### config.mk
export PLATFORM = sky130hd
export DESIGN_NAME = guard_wdt
export DESIGN_NICKNAME = d
export VERILOG_FILES = /design/src/rtl/guard_wdt_pkg.sv /design/src/rtl/guard_wdt_regfile.sv /design/src/rtl/guard_wdt_counter.sv /design/src/rtl/guard_wdt_pulse.sv /design/src/rtl/guard_wdt.sv
export SDC_FILE = /design/constraint.sdc
export NUM_CORES = 1
export LEC_CHECK = 0
export BUFFER_PORTS_ARGS = -buffer_cell sky130_fd_sc_hd__buf_2
export CAP_MARGIN = 10
export CELL_PAD_IN_SITES_DETAIL_PLACEMENT = 2
export CELL_PAD_IN_SITES_GLOBAL_PLACEMENT = 2
export CORE_ASPECT_RATIO = 1.25
export CORE_MARGIN = 4
export CORE_UTILIZATION = 38
export CTS_CLUSTER_SIZE = 25
export DETAILED_ROUTE_END_ITERATION = 6
export PLACE_DENSITY = 0.88
export SLEW_MARGIN = 20
export SYNTH_ARGS = -nofsm -noshare
export SYNTH_HDL_FRONTEND = slang
export SYNTH_SLANG_ARGS = --single-unit
### constraint.sdc
create_clock -name clk -period 2.7 [get_ports clk]
set_clock_uncertainty 0.2 [all_clocks]
set_input_delay 0.135 -clock clk [delete_from_list [all_inputs] [get_ports clk]]
set_output_delay 0.135 -clock clk [all_outputs]
set_load 0.01 [all_outputs]
### src/rtl/guard_wdt_pkg.sv
package guard_wdt_pkg;
  // byte offsets of the register window
  localparam logic [7:0] OFF_LOAD_LO = 8'h00;
  localparam logic [7:0] OFF_LOAD_HI = 8'h04;
  localparam logic [7:0] OFF_CTRL    = 8'h08;
  localparam logic [7:0] OFF_CNT_LO  = 8'h0C;
  localparam logic [7:0] OFF_CNT_HI  = 8'h10;
  localparam logic [7:0] OFF_LOCK    = 8'h20;

  // control register bit positions
  localparam int CTRL_RUN_BIT = 1;
  localparam int CTRL_NEW_BIT = 2;
  localparam int CTRL_RST_BIT = 3;

  typedef struct packed {
    logic rst_en;
    logic new_load;
    logic run;
  } wdt_ctrl_t;
endpackage

### src/rtl/guard_wdt_regfile.sv
module guard_wdt_regfile
  import guard_wdt_pkg::*;
#(
  parameter int HALF_W = 16,
  parameter int ADDR_W = 6,
  parameter logic [HALF_W-1:0] UNLOCK_KEY = 16'hE551,
  localparam int CNT_W = 2 * HALF_W
) (
  input  logic              clk,
  input  logic              rst_n,
  input  logic              we_i,
  input  logic [ADDR_W-1:0] addr_i,
  input  logic [HALF_W-1:0] wdata_i,
  output logic [HALF_W-1:0] rdata_o,
  input  logic [CNT_W-1:0]  count_i,
  input  logic              load_take_i,
  output logic [CNT_W-1:0]  load_val_o,
  output wdt_ctrl_t         ctrl_o
);

  logic              unlocked_q, unlocked_d;
  logic [HALF_W-1:0] lo_q, lo_d, hi_q, hi_d;
  wdt_ctrl_t         ctrl_q, ctrl_d;
  logic              sel_lo, sel_hi, sel_ctrl, sel_lock, sel_clo, sel_chi;
  logic              prot_wr;

  assign sel_lo   = (addr_i == ADDR_W'(OFF_LOAD_LO));
  assign sel_hi   = (addr_i == ADDR_W'(OFF_LOAD_HI));
  assign sel_ctrl = (addr_i == ADDR_W'(OFF_CTRL));
  assign sel_clo  = (addr_i == ADDR_W'(OFF_CNT_LO));
  assign sel_chi  = (addr_i == ADDR_W'(OFF_CNT_HI));
  assign sel_lock = (addr_i == ADDR_W'(OFF_LOCK));
  assign prot_wr  = we_i && unlocked_q;

  // next state
  always_comb begin
    unlocked_d = unlocked_q;
    lo_d       = lo_q;
    hi_d       = hi_q;
    ctrl_d     = ctrl_q;
    if (load_take_i) ctrl_d.new_load = 1'b0;
    if (we_i && sel_lock) unlocked_d = (wdata_i == UNLOCK_KEY);
    if (prot_wr && sel_lo) lo_d = wdata_i;
    if (prot_wr && sel_hi) hi_d = wdata_i;
    if (prot_wr && sel_ctrl) begin
      ctrl_d.run      = wdata_i[CTRL_RUN_BIT];
      ctrl_d.new_load = wdata_i[CTRL_NEW_BIT];
      ctrl_d.rst_en   = wdata_i[CTRL_RST_BIT];
    end
  end

  // registers
  always_ff @(posedge clk or negedge rst_n) begin
    if (!rst_n) begin
      unlocked_q <= 1'b0;
      lo_q       <= '0;
      hi_q       <= '0;
      ctrl_q     <= '0;
    end else begin
      unlocked_q <= unlocked_d;
      lo_q       <= lo_d;
      hi_q       <= hi_d;
      ctrl_q     <= ctrl_d;
    end
  end

  // read mux
  always_comb begin
    rdata_o = '0;
    if (sel_lo)  rdata_o = lo_q;
    if (sel_hi)  rdata_o = hi_q;
    if (sel_clo) rdata_o = count_i[HALF_W-1:0];
    if (sel_chi) rdata_o = count_i[CNT_W-1:HALF_W];
    if (sel_ctrl) begin
      rdata_o[CTRL_RUN_BIT] = ctrl_q.run;
      rdata_o[CTRL_NEW_BIT] = ctrl_q.new_load;
      rdata_o[CTRL_RST_BIT] = ctrl_q.rst_en;
    end
    if (sel_lock) rdata_o[0] = unlocked_q;
  end

  assign load_val_o = {hi_q, lo_q};
  assign ctrl_o     = ctrl_q;


  locked_load_chk: assert property (@(posedge clk) disable iff (!rst_n)
    !unlocked_q |=> ($stable(lo_q) && $stable(hi_q)));

  locked_ctrl_chk: assert property (@(posedge clk) disable iff (!rst_n)
    !unlocked_q |=> ($stable(ctrl_q.run) && $stable(ctrl_q.rst_en)));

  key_unlock_chk: assert property (@(posedge clk) disable iff (!rst_n)
    (we_i && sel_lock && wdata_i == UNLOCK_KEY) |=> unlocked_q);

  key_relock_chk: assert property (@(posedge clk) disable iff (!rst_n)
    (we_i && sel_lock && wdata_i != UNLOCK_KEY) |=> !unlocked_q);

  new_load_clear_chk: assert property (@(posedge clk) disable iff (!rst_n)
    (load_take_i && !(prot_wr && sel_ctrl)) |=> !ctrl_q.new_load);

endmodule

### src/rtl/guard_wdt_counter.sv
module guard_wdt_counter
  import guard_wdt_pkg::*;
#(
  parameter int CNT_W = 32
) (
  input  logic             clk,
  input  logic             rst_n,
  input  logic             tick_i,
  input  wdt_ctrl_t        ctrl_i,
  input  logic [CNT_W-1:0] load_val_i,
  input  logic             pulsing_i,
  output logic [CNT_W-1:0] count_o,
  output logic             load_take_o,
  output logic             expire_o
);

  logic [CNT_W-1:0] count_q, count_d;
  logic             step_en;

  assign load_take_o = tick_i && ctrl_i.new_load;
  assign step_en     = tick_i && ctrl_i.run && !ctrl_i.new_load && !pulsing_i;
  assign expire_o    = step_en && (count_q == '0);

  // next state
  always_comb begin
    count_d = count_q;
    if (load_take_o || expire_o) count_d = load_val_i;
    else if (step_en)            count_d = count_q - CNT_W'(1);
  end

  // registers
  always_ff @(posedge clk or negedge rst_n) begin
    if (!rst_n) count_q <= '0;
    else        count_q <= count_d;
  end

  assign count_o = count_q;


  load_copy_chk: assert property (@(posedge clk) disable iff (!rst_n)
    load_take_o |=> (count_q == $past(load_val_i)));

  dec_step_chk: assert property (@(posedge clk) disable iff (!rst_n)
    (tick_i && ctrl_i.run && !ctrl_i.new_load && !pulsing_i && count_q != '0)
      |=> (count_q == $past(count_q) - CNT_W'(1)));

  no_tick_hold_chk: assert property (@(posedge clk) disable iff (!rst_n)
    !tick_i |=> $stable(count_q));

  freeze_chk: assert property (@(posedge clk) disable iff (!rst_n)
    (!ctrl_i.run && !ctrl_i.new_load) |=> $stable(count_q));

  pulse_hold_chk: assert property (@(posedge clk) disable iff (!rst_n)
    (pulsing_i && !ctrl_i.new_load) |=> $stable(count_q));

endmodule

### src/rtl/guard_wdt_pulse.sv
module guard_wdt_pulse #(
  parameter int RST_TICKS = 4,
  localparam int PW = $clog2(RST_TICKS + 1)
) (
  input  logic clk,
  input  logic rst_n,
  input  logic tick_i,
  input  logic expire_i,
  input  logic rst_en_i,
  output logic pulsing_o,
  output logic rst_o
);

  logic [PW-1:0] left_q, left_d;
  logic          start;

  assign start = expire_i && rst_en_i;

  // next state
  always_comb begin
    left_d = left_q;
    if (start)                         left_d = PW'(RST_TICKS);
    else if (tick_i && left_q != '0)   left_d = left_q - PW'(1);
  end

  // registers
  always_ff @(posedge clk or negedge rst_n) begin
    if (!rst_n) left_q <= '0;
    else        left_q <= left_d;
  end

  assign pulsing_o = (left_q != '0);
  assign rst_o     = pulsing_o;


  pulse_len_chk: assert property (@(posedge clk) disable iff (!rst_n)
    left_q <= PW'(RST_TICKS));

  pulse_start_chk: assert property (@(posedge clk) disable iff (!rst_n)
    $rose(rst_o) |-> $past(expire_i && rst_en_i));

  no_pulse_wo_en_chk: assert property (@(posedge clk) disable iff (!rst_n)
    (expire_i && !rst_en_i && !rst_o) |=> !rst_o);

endmodule

### src/rtl/guard_wdt.sv
module guard_wdt
  import guard_wdt_pkg::*;
#(
  parameter int HALF_W    = 16,
  parameter int ADDR_W    = 6,
  parameter int RST_TICKS = 4,
  parameter logic [HALF_W-1:0] UNLOCK_KEY = 16'hE551
) (
  input  logic              clk,
  input  logic              rst_n,
  input  logic              tick_i,
  input  logic              bus_we_i,
  input  logic [ADDR_W-1:0] bus_addr_i,
  input  logic [HALF_W-1:0] bus_wdata_i,
  output logic [HALF_W-1:0] bus_rdata_o,
  output logic              wdt_rst_o
);

  localparam int CNT_W = 2 * HALF_W;

  logic [1:0]       rsync_q;
  logic             core_rst_n;
  logic [CNT_W-1:0] count, load_val;
  logic             load_take, expire, pulsing;
  wdt_ctrl_t        ctrl;

  // asynchronous assert, synchronous release
  always_ff @(posedge clk or negedge rst_n) begin
    if (!rst_n) rsync_q <= '0;
    else        rsync_q <= {rsync_q[0], 1'b1};
  end
  assign core_rst_n = rsync_q[1];

  guard_wdt_regfile #(
    .HALF_W(HALF_W), .ADDR_W(ADDR_W), .UNLOCK_KEY(UNLOCK_KEY)
  ) u_regs (
    .clk(clk), .rst_n(core_rst_n), .we_i(bus_we_i), .addr_i(bus_addr_i),
    .wdata_i(bus_wdata_i), .rdata_o(bus_rdata_o), .count_i(count),
    .load_take_i(load_take), .load_val_o(load_val), .ctrl_o(ctrl)
  );

  guard_wdt_counter #(.CNT_W(CNT_W)) u_cnt (
    .clk(clk), .rst_n(core_rst_n), .tick_i(tick_i), .ctrl_i(ctrl),
    .load_val_i(load_val), .pulsing_i(pulsing), .count_o(count),
    .load_take_o(load_take), .expire_o(expire)
  );

  guard_wdt_pulse #(.RST_TICKS(RST_TICKS)) u_pulse (
    .clk(clk), .rst_n(core_rst_n), .tick_i(tick_i), .expire_i(expire),
    .rst_en_i(ctrl.rst_en), .pulsing_o(pulsing), .rst_o(wdt_rst_o)
  );

endmodule

==> flow_summary.ini, run 1 <==
[job]
cap_violations = 0

[clock_tree]
worst_setup_hold_path_clk_slew_ps = 70
root_driver = clkbuf_16
cts-root-to-sink-buffers = 2
clock_tree.htree_level_count = 3
cts_tree = built
clk_latency_ps = 350
tritoncts.num_buffers = 9
cts_sinks = 73

[synth]
synth_async_sr_flop_share_pct = 100
synthesis.instances = 405
yosys_cell_types = 63
synth_seq_cells = 73
syn_area_um2 = 4150
synth_enable_flop_cells = 0
number_of_warnings_issued_by_yosys = 0
seq_area_frac_synth_pct = 44.0
dominantRegCellSynth = dfrtp_1
synth.net_count = 434
syn_area_per_cell_um2 = 10.2

[die]
standard_cell_row_count = 42
chipWidth_um = 101
fp.dieH_um = 125
placeable_core_area_um2 = 10600
effective_utilization_at_floorplan_pct = 39.1
top_level_ports = 43
design.die.area_um2 = 12700

[route]
number_of_remaining_drc_errors = 0
detailedRoute.firstIterationViolations = 361
drt.antenna.violating_nets = 0
wl_per_cell_um = 35.8
detailroute.via_count = 4331
wirelength_mm = 22.9
detailedRoute.firstPassIterationCount = 5
avg_vias_per_cell = 6.77

[worst_setup_path]
critical_path_arrival_ps = 2770
critPathRequiredTime_ps = 2690
critPathLaunch = u_cnt.count_o[6]$_DFFE_PN0P_
critPathKind = reg -> reg
worst_r2r_startpoint = u_cnt.count_o[6]$_DFFE_PN0P_
worst_r2r_path_depth = 6
crit_fanout = 7
worstSetupEndpointType = flop
timing.critical_path.from_type = flop

[sta]
unrepaired_setup_endpoints_after_global_routing = yes
timing_worst_slew_pin_value_ps = 870
achievable-frequency_ghz = 0.360
setup_viol = 8
smallest_setup_slack_after_layout_ps = -76.7
finalCriticalPeriod_ps = 2780
ratio_of_final_minimum_period_to_clock_period_pct = 103
slew_headroom_pct = 42.0
drv_slew = 0
finalHoldViolCount = 0

[pwr]
p_per_area_nw_per_um2 = 504
leakagePower_uw = 0.00258
vdd_ir_drop_max_mv = 0.321

[global_route]
wire_length_of_the_first_global_routing_pass_mm = 31.5
pin_count_of_the_biggest_net_entering_global_routing = 46
grt-ovfl-total = 0
grt_pass1_vias = 4800
initial_antenna_violation_count = 1
grt_util_all_layers_pct = 34.2

[final_layout]
mostFrequentLayoutCell = dfrtp_1
flow.area_growth_from_synthesis_pct = 31.9
n_fill_cell = 1074
final_nets = 531
finalInstanceArea_um2 = 5470
most-common-layout-cells = dfrtp_1 (71), buf_2 (43), buf_4 (39)
layout_cell_share_with_drive_strength_beyond_1_pct = 35.3
post_layout_nonfiller_instances = 640

[placement]
port-buffer-count = 42
gp_congestion = 0.832
hpwl_mm = 12.2
dp.cells = 586
postPlaceCellArea_um2 = 4640

[status]
outcome = complete, but fails checks
violations_in_the_final_reports = setup timing

[worst_hold_path]
hold_path.startpoint = bus_addr_i[5]
min_path_cells = 3
holdCritPathClass = in -> reg
-- sequential cells by signal (all words and copies together) (netlist names) --
name               count
u_regs.hi_q           16
u_regs.unlocked_q      1
u_regs.lo_q           16
u_pulse.left_q         3
u_cnt.count_o         32
u_regs.ctrl_o          3
rsync_q                2
-- power breakdown --
group / switching [uW] / leakage (uW) / total (uW) / internal (uW)
clock: 553 / 0.000146 / 1360 / 811
combinational: 146 / 0.00144 / 252 / 106
sequential: 26.6 / 0.000996 / 1140 / 1120
-- cell usage after synthesis, drive strengths merged (2+ instances only) --
cell | instances | share of area, %
mux2 | 35 | 9.6
a21oi | 19 | 2.3
a22oi | 5 | 0.91
mux2i | 17 | 4.1
nor3 | 10 | 1.3
nand4 | 2 | 0.30
or2 | 6 | 0.91
nand3b | 2 | 0.36
a21o | 3 | 0.54
nor2 | 28 | 2.6
or3 | 8 | 1.3
xnor2 | 17 | 3.6
a22o | 3 | 0.63
xor2 | 2 | 0.42
o41ai | 5 | 1.1
nand4bb | 2 | 0.54
buf | 12 | 2.1
a211oi | 2 | 0.36
or4 | 8 | 1.6
nor4 | 15 | 2.9
o21ai | 47 | 5.7
nand2b | 2 | 0.30
dfrtp | 73 | 44
nand2 | 15 | 1.4
nand3 | 9 | 1.2
clkbuf | 13 | 1.2
o31ai | 2 | 0.36
o311ai | 5 | 1.1
a31oi | 2 | 0.30
inv | 7 | 0.63
o211ai | 5 | 0.91
ha | 3 | 0.91
a2bb2oi | 2 | 0.42
a221o | 3 | 0.72
-- path summary, 6_finish.rpt --
check,slack [ps],end
setup / recovery,-80,u_cnt.count_o[21]$_DFFE_PN0P_
hold / removal,7,u_regs.unlocked_q$_DFFE_PN0P_
setup reg to reg,-80,u_cnt.count_o[21]$_DFFE_PN0P_
hold reg to reg,130,u_regs.hi_q[8]$_DFFE_PN0P_
max in group asynchronous,1410,u_cnt.count_o[22]$_DFFE_PN0P_
min in group asynchronous,130,u_regs.hi_q[8]$_DFFE_PN0P_
-- cells by family (layout without fill, tap and decap cells) --
logic type | Yosys count | count (layout) | synth area share (%)
mux | 52 | 52 | 13.7
xor+xnor | 19 | 19 | 4.01
simple gates | 117 | 117 | 17.0
compound gates | 108 | 108 | 16.3
other cells | 1 | 2 | 0.0904
buf+inv | 32 | 134 | 3.95
fa+ha+maj | 3 | 3 | 0.905
flops | 73 | 73 | 44.0
-- stage by stage --
stage                     worst slack [ps]  hold WS, ps  total power, uW  util [%]  TNS (ps)
final                                -76.7         6.53             2760      51.5      -348
after global routing                  -177         20.3             2850      51.5     -2020
after CTS                            -7.72         22.7             2680      49.0     -8.49
after detailed placement             -75.3         -277             1370      43.7      -108
after global placement                 101         -280             1360      43.7         0
after floorplan                        165         -361             1280         -         0
-- layer usage --
metal  vias up  routed length (um)  GRT usage [%]
li1       1717                   -              -
met1      2189                7750           37.4
met3       144                1390           6.27
met2       281               11500           56.9
met5         -                   0              0
met4         0                2320           26.1
-- final cells by class --
type | instances | area (um^2) | share of cell area, %
sequential | 73 | 1830 | 33.4
clock buffer | 11 | 233 | 4.25
timing repair buffer | 111 | 853 | 15.6
clock inverter | 5 | 80.1 | 1.46
inverter | 7 | 26.3 | 0.480
multi-input combinational | 300 | 2280 | 41.7
antenna | 1 | 2.50 | 0.0457
tap | 132 | 165 | 3.02
-- worst max-delay path, cell delays in order (launching register included) --
cell	delay, ps
dfrtp_1	460
nor4_2	410
buf_4	210
nand3_1	110
buf_4	230
or4_4	540
o211ai_1	440
-- what timing repair did --
action | in CTS | in global routing
gates cloned | 0 | 1
gates resized for setup | 5 | 40
hold buffers | 21 | 0
endpoints found under the setup margin | 14 | 32
hold endpoints to repair | 38 | 0
buffers inserted | 4 | 12
pin swaps | 3 | 8
Note: power is estimated with default switching activity, not from simulation.
==> run 2, diff against run 1 <==
--- a/config.mk
+++ b/config.mk
@@ -15,6 +15,7 @@
 export CTS_CLUSTER_SIZE = 25
 export DETAILED_ROUTE_END_ITERATION = 6
 export PLACE_DENSITY = 0.88
+export REMOVE_ABC_BUFFERS = 1
 export SLEW_MARGIN = 20
 export SYNTH_ARGS = -nofsm -noshare
 export SYNTH_HDL_FRONTEND = slang
==> run 2 against run 1 <==
Effect of this change:
- the flow finishes with violations (hold timing, setup timing)
- count of clock-buffer cells in the layout up 2
- critical path depth up 1
- final cell count down 2.3%
- clock power down 9.6%
==> flow_summary.ini, run 2 (synthesized netlist as in run 1, its figures left out) <==
[status]
outcome = complete, but fails checks
violations_in_the_final_reports = hold timing, setup timing

[worst_setup_path]
r2r_setup_slack_ps = -10
timing.critical_path.from_type = flop
critical_path_arrival_ps = 2770
worstSetupEndpointType = flop
critPathKind = reg -> reg
worst_r2r_path_depth = 7
critPathRequiredTime_ps = 2760
crit_fanout = 9
timing.rr.end = u_cnt.count_o[29]$_DFFE_PN0P_
worst_r2r_startpoint = u_cnt.count_o[26]$_DFFE_PN0P_

[job]
cap_violations = 0

[worst_hold_path]
holdCritPathClass = in -> reg
hold_crit_endpoint = u_regs.unlocked_q$_DFFE_PN0P_
hold_path.startpoint = bus_addr_i[5]
min_path_cells = 3

[final_layout]
layout_cell_share_with_drive_strength_beyond_1_pct = 31.2
antennaDiodeCount = 0
mostFrequentLayoutCell = dfrtp_1
largest_reg_flops = 32
most-common-layout-cells = dfrtp_1 (72), o21ai_0 (43), buf_2 (42)
final_nets = 517
flow.area_growth_from_synthesis_pct = 26.2
n_fill_cell = 1118

[route]
detailedRoute.firstIterationViolations = 218
route.met2.wl_mm = 9.42
detailroute.via_count = 3951
number_of_remaining_drc_errors = 0
detailedRoute.firstPassIterationCount = 4
amount_of_wire_on_met3_after_detailed_routing_um = 738
avg_vias_per_cell = 6.32
wirelength_mm = 17.8
drt.antenna.violating_nets = 0
route.layer.met1.wl_mm = 6.64
maxUsedRoutingLayer = met4
wl_per_cell_um = 28.6

[pwr]
vdd_ir_drop_max_mv = 0.330
report.power.total_uw = 2620
p_per_area_nw_per_um2 = 500
power.combinational.fraction_pct = 9.2
power_frac_clock_pct = 47.0
leakagePower_uw = 0.00245
net_switching_uw = 654
power.sequential.fraction_pct = 43.8
internal-power_uw = 1960
power.share.switching_pct = 25.0

[clock_tree]
cts-root-to-sink-buffers = 2
root_driver = clkbuf_16
cts_tree = built
worst_setup_hold_path_clk_slew_ps = 60
cts_sinks = 73
tritoncts.num_buffers = 9
clock_tree.htree_level_count = 3
clk_latency_ps = 350

[global_route]
grt-ovfl-total = 0
grt_util_all_layers_pct = 29.0
wire_length_of_the_first_global_routing_pass_mm = 27.4
initial_antenna_violation_count = 0
grt_pass1_vias = 4500
pin_count_of_the_biggest_net_entering_global_routing = 29

[sta]
timing_worst_slew_pin_value_ps = 945
finalCriticalPeriod_ps = 2710
smallest_setup_slack_after_layout_ps = -13.8
hold_slack_ps = -8.04
setup_viol = 1
finalHoldViolCount = 1
ratio_of_final_minimum_period_to_clock_period_pct = 101
slew_headroom_pct = 37.0
achievable-frequency_ghz = 0.368
drv_slew = 0

[placement]
dpl_worst_slack_ps = -166
gp_congestion = 0.870
hpwl_mm = 11.4
port-buffer-count = 42

[die]
top_level_ports = 43
effective_utilization_at_floorplan_pct = 39.1
fp.dieH_um = 125
placeable_core_area_um2 = 10600
design.die.area_um2 = 12700
standard_cell_row_count = 42
chipWidth_um = 101
==> run 2: changes by cell type in the layout (fill, tap and decap cells not counted), sizes merged <==
cell / previous run / this run
buf: 90 / 78
clkinvlp: 2 / 0
bufinv: 2 / 1
clkbuf: 12 / 13
clkinv: 1 / 2
diode: 1 / 0
dlygate4sd3: 20 / 19
==> run 2: layout make-up <==
cell class / instances / area, um^2 / share of cell area (%)
multi-input combinational: 300 / 2220 / 42.4
clock buffer: 13 / 250 / 4.78
sequential: 73 / 1830 / 34.9
inverter: 7 / 26.3 / 0.502
clock inverter: 3 / 40.0 / 0.765
tap: 132 / 165 / 3.16
timing repair buffer: 97 / 702 / 13.4
==> run 2: worst max path at each step <==
stage / startpoint / end / slack (ps) / depth (start not counted)
3_5_place_dp: u_pulse.left_q[0]$_DFFE_PN0P_ / u_cnt.count_o[12]$_DFFE_PN0P_ / -170 / 8
4_1_cts: u_cnt.count_o[27]$_DFFE_PN0P_ / u_cnt.count_o[1]$_DFFE_PN0P_ / 10 / 6
6_report: u_cnt.count_o[26]$_DFFE_PN0P_ / u_cnt.count_o[29]$_DFFE_PN0P_ / -10 / 7
2_1_floorplan: u_cnt.count_o[13]$_DFFE_PN0P_ / u_cnt.count_o[10]$_DFFE_PN0P_ / -520 / 5
3_3_place_gp: u_cnt.count_o[27]$_DFFE_PN0P_ / u_cnt.count_o[1]$_DFFE_PN0P_ / 120 / 6
5_1_grt: u_cnt.count_o[26]$_DFFE_PN0P_ / u_cnt.count_o[29]$_DFFE_PN0P_ / -70 / 7
==> run 2: stage by stage <==
stage / area, um^2 / cells / TNS, ps / utilization [%]
2_1_floorplan: 4010 / 380 / -12660 / -
3_3_place_gp: 4620 / 584 / 0 / 43.6
3_5_place_dp: 4620 / 584 / -532 / 43.6
4_1_cts: 5150 / 620 / 0 / 48.5
5_1_grt: 5230 / 625 / -273 / 49.3
6_report: 5230 / 625 / -13.8 / 49.3
==> run 2: metal layers <==
layer,up-vias,track usage (%)
li1,1687,-
met1,2057,32.2
met2,137,48.8
met3,70,6.89
met4,0,17.7
met5,-,0
==> run 2: what timing repair did <==
item | 4_1_cts | 5_1_grt
cloned | 0 | 0
endpoints found under the setup margin | 18 | 23
setup buffers | 1 | 5
pin swaps | 1 | 5
hold buffers | 19 | 0
endpoints found under the hold margin | 38 | 0
gates resized for setup | 9 | 12
==> run 2: power groups by stage <==
stage,Combinational [uW],Clock (uW),Sequential (uW)
finish,241,1230,1150
global route,267,1290,1150
CTS,243,1230,1150
detailed placement,215,0,1160
global placement,198,0,1160
floorplan,111,0,1160
==> run 2: worst max-delay path: stages, from the launching register on <==
cell     delay (ps)
dfrtp_1         390
or4_4           550
or4_4           470
nor4_4          370
buf_4           190
buf_6           140
o21ai_0         150
o21ai_1         170
